$ cat config.mk
export PLATFORM = sky130hd
export DESIGN_NAME = ors_scale_sync
export DESIGN_NICKNAME = d
export VERILOG_FILES = /design/src/rtl/ors_pkg.sv /design/src/rtl/ors_endpoint.sv /design/src/rtl/ors_penalty_ctl.sv /design/src/rtl/ors_min_track.sv /design/src/rtl/ors_scale_sync.sv
export SDC_FILE = /design/constraint.sdc
export NUM_CORES = 1
export LEC_CHECK = 0
export BUFFER_PORTS_ARGS = -buffer_cell sky130_fd_sc_hd__buf_2
export CAP_MARGIN = 15
export CELL_PAD_IN_SITES_DETAIL_PLACEMENT = 1
export CELL_PAD_IN_SITES_GLOBAL_PLACEMENT = 1
export CORE_UTILIZATION = 39
export CTS_BUF_LIST = sky130_fd_sc_hd__clkbuf_16
export DETAILED_ROUTE_END_ITERATION = 6
export GPL_ROUTABILITY_DRIVEN = 0
export GPL_TIMING_DRIVEN = 0
export MAX_ROUTING_LAYER = met4
export PLACE_DENSITY = 0.79
export RECOVER_POWER = 25
export SLEW_MARGIN = 20
export SYNTH_ARGS = -nofsm -noshare
export SYNTH_HDL_FRONTEND = slang
export SYNTH_SLANG_ARGS = --single-unit
$ cat constraint.sdc
create_clock -name clk -period 2.4 [get_ports clk]
set_input_delay 0 -clock clk [delete_from_list [all_inputs] [get_ports clk]]
set_output_delay 0 -clock clk [all_outputs]
set_load 0.01 [all_outputs]
$ cat src/rtl/ors_pkg.sv
package ors_pkg;
  typedef enum logic {
    ORS_MODE_INTERVAL = 1'b0,
    ORS_MODE_POINT    = 1'b1
  } ors_mode_e;

  localparam int ORS_NUM_EP = 2;
  localparam int ORS_EP_LO  = 0;
  localparam int ORS_EP_HI  = 1;
endpackage

$ cat src/rtl/ors_endpoint.sv
module ors_endpoint #(
  parameter int IN_W  = 32,
  parameter int OUT_W = 16
) (
  input  logic [IN_W-1:0]  wide_i,
  input  logic             own_ovf_i,
  input  logic             halve_i,
  input  logic             ceil_i,
  output logic [OUT_W-1:0] res1_o,
  output logic [OUT_W-1:0] res2_o,
  output logic             wrap_o
);
  localparam int DROP_W = IN_W - OUT_W;
  localparam logic [OUT_W-1:0] MAX_POS = {1'b0, {(OUT_W-1){1'b1}}};

  logic [IN_W-1:0]  stage1;
  logic [IN_W-1:0]  stage2;
  logic             top_bit;
  logic             sticky1;
  logic             sticky2;
  logic [OUT_W-1:0] trunc1;
  logic [OUT_W-1:0] trunc2;

  always_comb begin
    // a wrapped input carries its true sign inverted in the MSB
    top_bit = own_ovf_i ? ~wide_i[IN_W-1] : wide_i[IN_W-1];
    stage1  = halve_i ? {top_bit, wide_i[IN_W-1:1]} : wide_i;
    sticky1 = (|stage1[DROP_W-1:0]) | (halve_i & wide_i[0]);
    trunc1  = stage1[IN_W-1:DROP_W];
    stage2  = {stage1[IN_W-1], stage1[IN_W-1:1]};
    sticky2 = sticky1 | stage1[DROP_W];
    trunc2  = stage2[IN_W-1:DROP_W];
    res1_o  = trunc1 + OUT_W'(ceil_i & sticky1);
    res2_o  = trunc2 + OUT_W'(ceil_i & sticky2);
    wrap_o  = ceil_i & sticky1 & (trunc1 == MAX_POS);
  end
endmodule

$ cat src/rtl/ors_penalty_ctl.sv
module ors_penalty_ctl #(
  parameter int PEN_CYC = 3
) (
  input  logic clk,
  input  logic rst_n,
  input  logic trigger_i,
  output logic stall_o
);
  localparam int CNT_W = $clog2(PEN_CYC + 1);
  localparam logic [CNT_W-1:0] PEN_LOAD = CNT_W'(PEN_CYC);

  logic [CNT_W-1:0] cnt_q;
  logic [CNT_W-1:0] cnt_d;

  always_comb begin
    cnt_d = cnt_q;
    if (trigger_i)
      cnt_d = PEN_LOAD;
    else if (cnt_q != '0)
      cnt_d = cnt_q - 1'b1;
  end

  always_ff @(posedge clk or negedge rst_n) begin
    if (!rst_n) cnt_q <= '0;
    else        cnt_q <= cnt_d;
  end

  assign stall_o = (cnt_q != '0);

  AST_PEN_LOAD: assert property (@(posedge clk) disable iff (!rst_n)
    trigger_i |=> stall_o);
endmodule

$ cat src/rtl/ors_min_track.sv
module ors_min_track #(
  parameter int EXP_W = 5
) (
  input  logic             clk,
  input  logic             rst_n,
  input  logic             det_valid_i,
  input  logic [EXP_W-1:0] det_exp_i,
  input  logic             blk_clr_i,
  output logic [EXP_W-1:0] min_exp_o
);
  logic [EXP_W-1:0] min_q;
  logic [EXP_W-1:0] min_d;
  logic             min_en;

  always_comb begin
    min_en = blk_clr_i | (det_valid_i & (det_exp_i < min_q));
    if (blk_clr_i)
      min_d = det_valid_i ? det_exp_i : '1;
    else
      min_d = det_exp_i;
  end

  always_ff @(posedge clk or negedge rst_n) begin
    if (!rst_n)      min_q <= '1;
    else if (min_en) min_q <= min_d;
  end

  assign min_exp_o = min_q;

  AST_MIN_MONO: assert property (@(posedge clk) disable iff (!rst_n)
    !blk_clr_i |=> (min_q <= $past(min_q)));
endmodule

$ cat src/rtl/ors_scale_sync.sv
module ors_scale_sync #(
  parameter int IN_W    = 32,
  parameter int OUT_W   = 16,
  parameter int EXP_W   = 5,
  parameter int PEN_CYC = 3
) (
  input  logic             clk,
  input  logic             rst_n,
  input  logic             in_valid_i,
  input  logic             mode_pt_i,
  input  logic             pt_ceil_i,
  input  logic             iter_i,
  input  logic [IN_W-1:0]  lo_wide_i,
  input  logic [IN_W-1:0]  hi_wide_i,
  input  logic             lo_ovf_i,
  input  logic             hi_ovf_i,
  input  logic             det_valid_i,
  input  logic [EXP_W-1:0] det_exp_i,
  input  logic             blk_clr_i,
  output logic             out_valid_o,
  output logic [OUT_W-1:0] lo_out_o,
  output logic [OUT_W-1:0] hi_out_o,
  output logic [1:0]       updt_lo_o,
  output logic [1:0]       updt_hi_o,
  output logic             stall_o,
  output logic [EXP_W-1:0] min_exp_o
);
  import ors_pkg::*;

  localparam logic [OUT_W-1:0] HALF_SCALE = OUT_W'(1) << (OUT_W - 2);

  ors_mode_e        mode;
  logic [IN_W-1:0]  ep_wide [ORS_NUM_EP];
  logic             ep_own  [ORS_NUM_EP];
  logic             ep_ceil [ORS_NUM_EP];
  logic [OUT_W-1:0] ep_res1 [ORS_NUM_EP];
  logic [OUT_W-1:0] ep_res2 [ORS_NUM_EP];
  logic             ep_wrap [ORS_NUM_EP];

  logic             halve;
  logic             wrap_any;
  logic [1:0]       inc;
  logic             accept;
  logic             trigger;
  logic [OUT_W-1:0] lo_d;
  logic [OUT_W-1:0] hi_d;
  logic [1:0]       updt_hi_d;

  logic             valid_q;
  logic             pt_q;
  logic [OUT_W-1:0] lo_q;
  logic [OUT_W-1:0] hi_q;
  logic [1:0]       updt_lo_q;
  logic [1:0]       updt_hi_q;

  assign mode = ors_mode_e'(mode_pt_i);

  always_comb begin
    ep_wide[ORS_EP_LO] = lo_wide_i;
    ep_wide[ORS_EP_HI] = hi_wide_i;
    ep_own[ORS_EP_LO]  = lo_ovf_i;
    ep_own[ORS_EP_HI]  = hi_ovf_i;
    ep_ceil[ORS_EP_LO] = (mode == ORS_MODE_POINT) & pt_ceil_i;
    ep_ceil[ORS_EP_HI] = 1'b1;
    halve = (mode == ORS_MODE_POINT) ? lo_ovf_i : (lo_ovf_i | hi_ovf_i);
  end

  for (genvar g = 0; g < ORS_NUM_EP; g++) begin : g_ep
    ors_endpoint #(
      .IN_W  (IN_W),
      .OUT_W (OUT_W)
    ) ep_i (
      .wide_i    (ep_wide[g]),
      .own_ovf_i (ep_own[g]),
      .halve_i   (halve),
      .ceil_i    (ep_ceil[g]),
      .res1_o    (ep_res1[g]),
      .res2_o    (ep_res2[g]),
      .wrap_o    (ep_wrap[g])
    );
  end

  always_comb begin
    wrap_any = ep_wrap[ORS_EP_LO] |
               ((mode == ORS_MODE_INTERVAL) & ep_wrap[ORS_EP_HI]);
    inc      = {1'b0, halve} + {1'b0, wrap_any};
    lo_d     = wrap_any ? ep_res2[ORS_EP_LO] : ep_res1[ORS_EP_LO];
    if (mode == ORS_MODE_POINT) begin
      hi_d      = lo_d;
      updt_hi_d = 2'd0;
    end else begin
      hi_d      = wrap_any ? ep_res2[ORS_EP_HI] : ep_res1[ORS_EP_HI];
      updt_hi_d = inc;
    end
    accept  = in_valid_i & ~stall_o;
    trigger = accept & iter_i & (inc != 2'd0);
  end

  always_ff @(posedge clk or negedge rst_n) begin
    if (!rst_n) valid_q <= 1'b0;
    else        valid_q <= accept;
  end

  always_ff @(posedge clk or negedge rst_n) begin
    if (!rst_n) begin
      pt_q      <= 1'b0;
      lo_q      <= '0;
      hi_q      <= '0;
      updt_lo_q <= 2'd0;
      updt_hi_q <= 2'd0;
    end else if (accept) begin
      pt_q      <= mode_pt_i;
      lo_q      <= lo_d;
      hi_q      <= hi_d;
      updt_lo_q <= inc;
      updt_hi_q <= updt_hi_d;
    end
  end

  ors_penalty_ctl #(
    .PEN_CYC (PEN_CYC)
  ) pen_i (
    .clk       (clk),
    .rst_n     (rst_n),
    .trigger_i (trigger),
    .stall_o   (stall_o)
  );

  ors_min_track #(
    .EXP_W (EXP_W)
  ) min_i (
    .clk         (clk),
    .rst_n       (rst_n),
    .det_valid_i (det_valid_i),
    .det_exp_i   (det_exp_i),
    .blk_clr_i   (blk_clr_i),
    .min_exp_o   (min_exp_o)
  );

  assign out_valid_o = valid_q;
  assign lo_out_o    = lo_q;
  assign hi_out_o    = hi_q;
  assign updt_lo_o   = updt_lo_q;
  assign updt_hi_o   = updt_hi_q;

  AST_ACCEPT_VALID: assert property (@(posedge clk) disable iff (!rst_n)
    accept |=> out_valid_o);
  AST_STALL_BLOCKS: assert property (@(posedge clk) disable iff (!rst_n)
    stall_o |=> !out_valid_o);
  AST_UPDT_LOCK: assert property (@(posedge clk) disable iff (!rst_n)
    (out_valid_o && !pt_q) |-> (updt_lo_o == updt_hi_o));
  AST_WRAP_HALF: assert property (@(posedge clk) disable iff (!rst_n)
    (accept && wrap_any) |=> ((pt_q ? lo_out_o : hi_out_o) == HALF_SCALE));
endmodule

==> flow_summary.toml, run 1 <==
[status]
status = "finished with violations"
violations = "negative setup slack"

[setup_path]
cp.arrival_ns = 2.62
path_class = "input port to register"
slowest_delay_ns = 0.55
cp-end-kind = "register"
crit_end = "hi_out_o[2]$_DFFE_PN0P_"
r2r_cells = 8
timing.critical_path.slowest_stage_cell = "or4_4"
crit_fanout = 10
worst_path_dominant_cell_family = "simple AND/OR/NAND/NOR gates"
reg2reg_from = "min_i.min_exp_o[1]$_DFFE_PN1P_"
startpoint = "lo_ovf_i"
start_kind = "input port"
cp_num_buf_inv = 4
cp.depth = 15
critPathMostFrequentCell = "nand2_2"
path_cells = "buf_4 -> buf_2 -> o21ai_1 -> nand2_2 -> inv_1 -> ha_2 -> inv_2 -> ha_4 -> ha_4 -> nand2_2 -> or4_4 -> a211oi_2 -> o21bai_4 -> nand2_2 -> o221ai_2"
r2r_slack_ns = 0.26
reg2reg_to = "min_i.min_exp_o[0]$_DFFE_PN1P_"
required_ns = 2.60

[sta]
clock_skew_ns = 0.006013
max_slew_margin_pct = 27.06
worst_slack_ns = -0.01270
worst_pin_slew_ns = 1.094
period_needed_ns = 2.413
setup-violations-final = 2
setup_tns_ns = -0.01792
hold_viol = 0
slew_violations = 0
max_freq_mhz = 414.5
period_share_pct = 100.5
rsz0062_at_grt = "true"

[run]
maxCapViolCount = 0

[routing]
vias = 5261
drc = 0
wl_per_cell_um = 22.10
drt_pass1_iterations = 5
routed_wirelength_um = 18870
final_antenna_net_count = 0
vias_per_cell = 6.160
drt-initial-drc-count = 378

[cts]
htree_levels = 2
clkTransAtPathRegs_ns = 0.06
clk_latency_ns = 0.29
numCtsBuffers = 5
cts_buffer_depth = 2
cts_tree = "yes"
cts_root_buf = "clkbuf_16"
cts_sinks = 44

[die]
fp.dieArea_um2 = 11650
coreArea_um2 = 10890
dieHeight_um = 108.0
fp-row-count = 38
ioPinCount = 122
start_util_pct = 40.21
chipWidth_um = 108.0

[yosys]
ys_warn_count = 0
synth_common_cells = "nand2_1 (103), dfrtp_1 (39), o21ai_0 (36)"
synth_seq_cells = 44
synthCells = 561
avgSynthCellArea_um2 = 7.804
synthArstFlopShare_pct = 100.0
synth_top_area_share_pct = 22.29
synth_area_um2 = 4378
synth_area_leaders = "dfrtp_1 (22%), nand2_1 (8.8%), mux2i_1 (5.5%)"
synth_nets = 656
yosysMostFrequentCell = "nand2_1"
ys_seq_area_share_pct = 25.29
synth.distinct_cells = 68
synth_top_flop_cell = "dfrtp_1"
synth-edff-count = 0
yosysTopAreaCell = "dfrtp_1"

[pwr]
leakage_nw = 2.595
ir_worst_vdd_uv = 589.8
p_total_mw = 3.685
power_density_nw_per_um2 = 622.6

[grt]
grt_max_degree = 45
grtUsageTotal_pct = 33.33
grt_pass1_wl_um = 28630
antenna_found_initial = 0
grt_overflow_total = 0
grt_pass1_vias = 5293

[layout]
antenna-diode-count = 0
nets = 808
fin_cells = 854
multi_input_area_um2 = 3307
seq_area_um2 = 1107
n_fill_cell = 1366
syn2layout_area_growth_pct = 35.21
drive_gt1_share_pct = 33.75
final_util_pct = 54.37

[placed_design]
hpwl_um = 13770
place_ws_ns = -1.207
dp.cells = 814
port_buffers = 113

[worst_hold_path]
hp-class = "input port to register"
holdPathStages = 3
-- flip-flops by register name, indices dropped and copies added (netlist names) --
name             cells
hi_out_o            16
lo_out_o            16
min_i.min_exp_o      5
out_valid_o          1
pen_i.cnt_q          2
updt_hi_o            2
updt_lo_o            2
-- layer usage --
metal	up-vias	GRT usage [%]	wire (um)
met5	-	-	0
met4	0	12.13	552
met3	36	3.797	1173
met2	248	54.96	9088
met1	2593	41.98	8056
li1	2384	-	-
-- timing repair --
item / 4_1_cts / 5_1_grt
hold buffers: 2 / 0
gates resized for setup: 45 / 30
endpoints found under the setup margin: 31 / 24
pin swaps: 10 / 17
endpoints found under the hold margin: 40 / 0
buffers inserted: 21 / 12
-- cells by family after synthesis --
| family | share of synthesized area [%] |
|---|---|
| XOR/XNOR | 6.202 |
| adder cells (fa/ha/maj) | 4.573 |
| flip-flops | 25.29 |
| AND/OR/NAND/NOR | 24.84 |
| buffers and inverters | 6.173 |
| multiplexers | 8.145 |
| AO/OA/AOI/OAI | 24.78 |
-- power by group --
| part | leakage [nW] | total, mW | switching (mW) | internal, mW |
|---|---|---|---|---|
| clock | 0.0814 | 0.767 | 0.278 | 0.489 |
| sequential | 0.538 | 1.23 | 0.187 | 1.04 |
| combinational | 1.98 | 1.69 | 1.00 | 0.687 |
-- worst min-delay path: stages --
cell	delay, ns
buf_2	0.11
nor2b_1	0.10
mux2i_1	0.07
-- through the flow --
stage | cell area, um2 | hold WS (ns)
global route | 5919 | 0.02112
global placement | 5195 | 0.2009
floorplan | 4454 | -0.2956
detailed placement | 5195 | 0.2158
CTS | 5724 | 0.005032
finish | 5919 | 0.003756
-- cell usage in the layout, fill, tap and decap left out, types with 17 or more instances in the layout --
master and n:
mux2i_1 21, inv_1 18, buf_4 37, nor2_1 22, o21ai_0 33, nand2_1 96
nand3_1 27, a21oi_1 22, clkbuf_1 17, buf_2 117, dfrtp_1 39, nand4_1 17
-- how the worst min path moves through the flow --
stage / from / to / slack (ns)
after CTS: det_exp_i[3] / min_i.min_exp_o[3]$_DFFE_PN1P_ / 0.005
after global placement: rst_n / pen_i.cnt_q[0]$_DFFE_PN0P_ / 0.20
after global routing: det_exp_i[3] / min_i.min_exp_o[3]$_DFFE_PN1P_ / 0.02
final: det_exp_i[3] / min_i.min_exp_o[3]$_DFFE_PN1P_ / 0.004
after floorplan: rst_n / hi_out_o[0]$_DFFE_PN0P_ / -0.30
after detailed placement: rst_n / pen_i.cnt_q[1]$_DFFE_PN0P_ / 0.22
-- final cells by class --
| type | instances | share of cell area, % |
|---|---|---|
| Sequential cell | 44 | 18.71 |
| Clock buffer | 5 | 2.114 |
| Buffer | 34 | 3.572 |
| Tap cell | 140 | 2.959 |
| Multi-Input combinational cell | 458 | 55.87 |
| Timing Repair Buffer | 148 | 14.50 |
| Inverter | 22 | 1.564 |
| Clock inverter | 3 | 0.7187 |
No activity file was read; power rests on OpenSTA's default activity.
==> run 2: changes to the inputs <==
--- a/config.mk
+++ b/config.mk
@@ -9,7 +9,7 @@
 export CAP_MARGIN = 15
 export CELL_PAD_IN_SITES_DETAIL_PLACEMENT = 1
 export CELL_PAD_IN_SITES_GLOBAL_PLACEMENT = 1
-export CORE_UTILIZATION = 39
+export CORE_UTILIZATION = 41
 export CTS_BUF_LIST = sky130_fd_sc_hd__clkbuf_16
 export DETAILED_ROUTE_END_ITERATION = 6
 export GPL_ROUTABILITY_DRIVEN = 0
@@ -20,4 +20,5 @@
 export SLEW_MARGIN = 20
 export SYNTH_ARGS = -nofsm -noshare
 export SYNTH_HDL_FRONTEND = slang
+export SYNTH_HIERARCHICAL = 1
 export SYNTH_SLANG_ARGS = --single-unit
==> run 2 against run 1 <==
Compared with the run above: critical endpoint is now hi_out_o[8]$_DFFE_PN0P_; the run still ends with negative setup slack left; largest power group unchanged; fmax decreased by 4.3%; via count increased by 1.1%; clock skew about the same.
==> flow_summary.toml, run 2 <==
[status]
status = "finished with violations"
violations = "negative setup slack"

[routing]
drt-initial-drc-count = 327
routed_wirelength_um = 19070
vias = 5318
drt_pass1_iterations = 5
wl_per_cell_um = 21.64
drc = 0
final_antenna_net_count = 0
vias_per_cell = 6.036

[sta]
period_share_pct = 105.0
max_slew_margin_pct = 20.10
rsz0062_at_grt = "true"
whs_ns = 0.01100
setup-violations-final = 16
max_freq_mhz = 396.8
slew_violations = 0
setup_tns_ns = -0.8537
worst_pin_slew_ns = 1.198
worst_slack_ns = -0.1199
clock_skew_ns = 0.006129
hold_viol = 0
period_needed_ns = 2.520

[yosys]
synth_top_area_share_pct = 19.43
synth.distinct_cells = 61
yosysTopAreaCell = "dfrtp_1"
avgSynthCellArea_um2 = 8.750
ys_warn_count = 6
yosysMostFrequentCell = "nand2_1"
synth_seq_cells = 44
ys_seq_area_share_pct = 22.05
synth_top_flop_cell = "dfrtp_1"
synthCells = 574
synthArstFlopShare_pct = 100.0
synth_area_um2 = 5022
synth_area_leaders = "dfrtp_1 (19%), mux2i_1 (6.4%), xor2_1 (5.1%)"
synth_common_cells = "nand2_1 (57), dfrtp_1 (39), mux2i_1 (32)"
synth-edff-count = 0

[pwr]
leakage_nw = 3.045
power_density_nw_per_um2 = 617.9
p_total_mw = 4.122
ir_worst_vdd_uv = 443.2

[layout]
final_common_cell = "buf_2"
n_fill_cell = 1428
final_cell_mix = "buf_2 (122), nand2_1 (51), buf_4 (39), dfrtp_1 (39), mux2i_1 (28)"
final_util_pct = 55.76
drive_gt1_share_pct = 42.64
multi_input_area_um2 = 3866
seq_area_um2 = 1107
fin_cells = 881
nets = 829
syn2layout_area_growth_pct = 32.81
antenna-diode-count = 0
final_area_um2 = 6670

[placed_design]
dp.cells = 835
hpwl_um = 13190
placedInstanceArea_um2 = 5829
place_ws_ns = -1.464
port_buffers = 113

[worst_hold_path]
hp-class = "input port to register"
holdPathStages = 3

[setup_path]
r2r_slack_ns = 0.59
cp-end-kind = "register"
r2r_cells = 9
cp.arrival_ns = 2.68
path_class = "input port to register"
crit_fanout = 7
start_kind = "input port"
required_ns = 2.56

[cts]
cts_tree = "yes"
cts_buffer_depth = 2
numCtsBuffers = 5
htree_levels = 2
cts_root_buf = "clkbuf_16"
clk_latency_ns = 0.29
cts_sinks = 44
clkTransAtPathRegs_ns = 0.06

[grt]
grt_pass1_vias = 5306
grtUsageTotal_pct = 28.65
grt_max_degree = 45
antenna_found_initial = 0
grt_pass1_wl_um = 27740
grt_overflow_total = 0

[die]
dieHeight_um = 112.7
coreArea_um2 = 11960
fp-row-count = 40
chipWidth_um = 112.7
ioPinCount = 122
fp.dieArea_um2 = 12700
start_util_pct = 41.99

[run]
maxCapViolCount = 0
run 2: critical path, cell delays in order:
cell and delay [ns]:
buf_12 0.09, clkinvlp_4 0.09, a21o_4 0.26, buf_8 0.15, buf_8 0.12, nand2_4 0.04, nand4_1 0.11, o21ai_2 0.23
nand2_2 0.10, ha_4 0.19, ha_4 0.18, buf_8 0.13, and4_1 0.15, a311o_1 0.30, mux2_4 0.28, a22oi_2 0.15
o21ai_1 0.10
run 2: what timing repair did:
item	4_1_cts	5_1_grt
cloned	1	1
gates resized for setup	39	46
hold buffers	1	0
endpoints found under the hold margin	39	0
endpoints found under the setup margin	38	34
pin swaps	20	32
setup buffers	25	15
run 2: logic make-up after synthesis:
| family | count (synthesis) | share of synthesized area (%) |
|---|---|---|
| muxes | 61 | 14.18 |
| AOI/OAI and AO/OA | 128 | 19.91 |
| buffers and inverters | 64 | 7.399 |
| DFF | 44 | 22.05 |
| other | 1 | 0.07467 |
| xor gates and xnor gates | 47 | 8.196 |
| and+or+nand+nor | 212 | 23.97 |
| adders and majority gates | 17 | 4.235 |
run 2: power by group:
part / total, mW / switching [mW] / internal, mW / leakage (nW)
combinational: 2.02 / 1.12 / 0.900 / 2.44
sequential: 1.30 / 0.242 / 1.06 / 0.520
clock: 0.801 / 0.311 / 0.490 / 0.0814
total: 4.12 / 1.68 / 2.45 / 3.04
run 2: path summary, 6_finish.rpt:
kind	startpoint	endpoint
max	mode_pt_i	hi_out_o[8]$_DFFE_PN0P_
min	det_exp_i[3]	min_i/min_exp_o[3]$_DFFE_PN1P_
max reg2reg	pen_i/cnt_q[0]$_DFFE_PN0P_	lo_out_o[4]$_DFFE_PN0P_
min reg2reg	updt_lo_o[1]$_DFFE_PN0P_	updt_lo_o[1]$_DFFE_PN0P_
max in group asynchronous	rst_n	hi_out_o[14]$_DFFE_PN0P_
min in group asynchronous	rst_n	updt_lo_o[0]$_DFFE_PN0P_
run 2: per-layer routing:
| layer | vias to the layer above | GRT usage [%] | wire, um |
|---|---|---|---|
| met2 | 209 | 47.90 | 9414 |
| li1 | 2394 | - | - |
| met3 | 47 | 3.078 | 1042 |
| met5 | - | - | 0 |
| met4 | 0 | 6.133 | 556 |
| met1 | 2668 | 37.36 | 8052 |
run 2: cell type report:
cell class / count / share of cell area [%]
Multi-Input combinational cell: 467 / 57.96
Sequential cell: 44 / 16.60
Timing Repair Buffer: 154 / 14.03
Buffer: 35 / 4.539
Clock buffer: 5 / 1.876
Clock inverter: 3 / 0.6378
Inverter: 26 / 1.594
Tap cell: 147 / 2.757
==> run 3: changes to the inputs <==
--- a/config.mk
+++ b/config.mk
@@ -16,7 +16,6 @@
 export GPL_TIMING_DRIVEN = 0
 export MAX_ROUTING_LAYER = met4
 export PLACE_DENSITY = 0.79
-export RECOVER_POWER = 25
 export SLEW_MARGIN = 20
 export SYNTH_ARGS = -nofsm -noshare
 export SYNTH_HDL_FRONTEND = slang
==> run 3 against run 2 <==
Compared with the run above: sequential power about the same; core utilization hardly changed; wire length shrank 0.22%; setup slack improved by 0.0021 ns; die area unchanged; the run still ends with negative setup slack left; largest power group unchanged; final cell count unchanged; largest cell class unchanged.
==> flow_summary.toml, run 3 (synthesis results as in run 2) <==
[die]
coreArea_um2 = 11960
ioPinCount = 122
fp.dieArea_um2 = 12700
start_util_pct = 41.99
dieHeight_um = 112.7
chipWidth_um = 112.7
fp-row-count = 40

[setup_path]
critPathMostFrequentCell = "buf_8"
required_ns = 2.56
slowest_delay_ns = 0.29
crit_fanout = 7
cp_num_buf_inv = 5
worst_path_dominant_cell_family = "compound AO/OA/AOI/OAI gates"
path_class = "input port to register"
cp.arrival_ns = 2.68
path_cells = "buf_12 -> clkinvlp_4 -> a21o_4 -> buf_8 -> buf_8 -> nand2_4 -> nand4_1 -> o21ai_2 -> nand2_2 -> ha_4 -> ha_4 -> buf_8 -> and4_1 -> a311o_1 -> mux2_4 -> a22oi_2 -> o21ai_1"
start_kind = "input port"
cp-end-kind = "register"
timing.critical_path.slowest_stage_cell = "a311o_1"

[cts]
cts_root_buf = "clkbuf_16"
numCtsBuffers = 5
clk_latency_ns = 0.29
cts_sinks = 44
cts_tree = "yes"
cts_buffer_depth = 2
htree_levels = 2
clkTransAtPathRegs_ns = 0.06

[routing]
routed_wirelength_um = 19020
vias_per_cell = 6.026
wl_per_cell_um = 21.59
drt-initial-drc-count = 298
drt_pass1_iterations = 5
vias = 5309
final_antenna_net_count = 0
drc = 0

[sta]
clock_skew_ns = 0.003887
worst_pin_slew_ns = 0.7561
hold_viol = 0
worst_slack_ns = -0.1178
rsz0062_at_grt = "true"
period_share_pct = 104.9
period_needed_ns = 2.518
whs_ns = 0.01078
setup-violations-final = 17
max_freq_mhz = 397.2
max_slew_margin_pct = 49.59
slew_violations = 0

[placed_design]
port_buffers = 113
placedInstanceArea_um2 = 5829
hpwl_um = 13190
place_ws_ns = -1.464

[grt]
grtUsageTotal_pct = 28.65
grt_overflow_total = 0
grt_pass1_wl_um = 27740
grt_pass1_vias = 5306
grt_max_degree = 45
antenna_found_initial = 0

[worst_hold_path]
hp-class = "input port to register"

[run]
maxCapViolCount = 0

[layout]
final_common_cell = "buf_2"
syn2layout_area_growth_pct = 32.86
n_fill_cell = 1427
nets = 829
final_cell_mix = "buf_2 (122), nand2_1 (51), buf_4 (40), dfrtp_1 (39), mux2i_1 (28)"
final_area_um2 = 6673
drive_gt1_share_pct = 42.64
antenna-diode-count = 0

[pwr]
leakage_nw = 3.045
ir_worst_vdd_uv = 440.8
p_total_mw = 4.116
power_density_nw_per_um2 = 616.9

[status]
status = "finished with violations"
violations = "negative setup slack"
run 3: cell count changes in the layout (fill, tap and decap cells not counted), sizes merged:
cell / delta
clkbuf: -1
buf: +1
run 3: worst reg2reg max path, cell delays in order, from the launching register on:
cell      delay, ns
dfrtp_1        0.39
inv_1          0.06
ha_1           0.21
inv_1          0.10
nand2b_1       0.16
buf_6          0.14
inv_4          0.13
buf_2          0.29
nor2_1         0.08
a31oi_1        0.18
run 3: what timing repair did:
action	in CTS	in global routing
hold buffers	1	0
endpoints found under the setup margin	38	34
hold endpoints to repair	39	0
pin swaps	20	32
gates cloned	1	1
buffers inserted	25	15
resized for setup	39	46
run 3: layout make-up:
type                            instances  area (um2)  share of cell area, %
Sequential cell                        44        1107                  16.59
Clock buffer                            5       125.1                  1.875
Timing Repair Buffer                  154       938.4                  14.06
Inverter                               26       106.4                  1.594
Clock inverter                          3       42.54                 0.6375
Tap cell                              147       183.9                  2.756
Multi-Input combinational cell        467        3866                  57.94
Buffer                                 35       302.8                  4.538
run 3: final timing paths:
path                                             from                              to  slack [ns]  depth (start not counted)
max reg2reg                pen_i/cnt_q[0]$_DFFE_PN0P_         lo_out_o[5]$_DFFE_PN0P_        0.58                          9
min reg2reg                  updt_lo_o[1]$_DFFE_PN0P_        updt_lo_o[1]$_DFFE_PN0P_        0.47                          2
max                                         mode_pt_i         hi_out_o[8]$_DFFE_PN0P_       -0.12                         17
min                                      det_exp_i[3]  min_i/min_exp_o[3]$_DFFE_PN1P_        0.01                          3
min in group asynchronous                       rst_n        updt_hi_o[1]$_DFFE_PN0P_        0.26                          2
max in group asynchronous                       rst_n         lo_out_o[2]$_DFFE_PN0P_        1.72                          2
run 3: power breakdown:
part           internal, mW  total, mW  leakage, nW  switching, mW
Sequential             1.06       1.30        0.520          0.240
Combinational         0.900       2.02         2.44           1.12
Clock                 0.490      0.797       0.0814          0.307
Total                  2.45       4.12         3.05           1.67
run 3: per-layer routing:
metal,share of wire [%],GRT usage (%)
met5,0,-
met4,2.9,6.133
met3,5.4,3.078
met2,50,47.90
met1,42,37.36
run 3: per-stage QoR:
step	std cells	setup TNS (ns)	util, %
floorplan	575	-2.468	-
global placement	835	-35.63	48.73
detailed placement	835	-39.51	48.73
CTS	865	-0.06945	53.10
global route	881	-2.301	55.78
finish	881	-0.9266	55.78
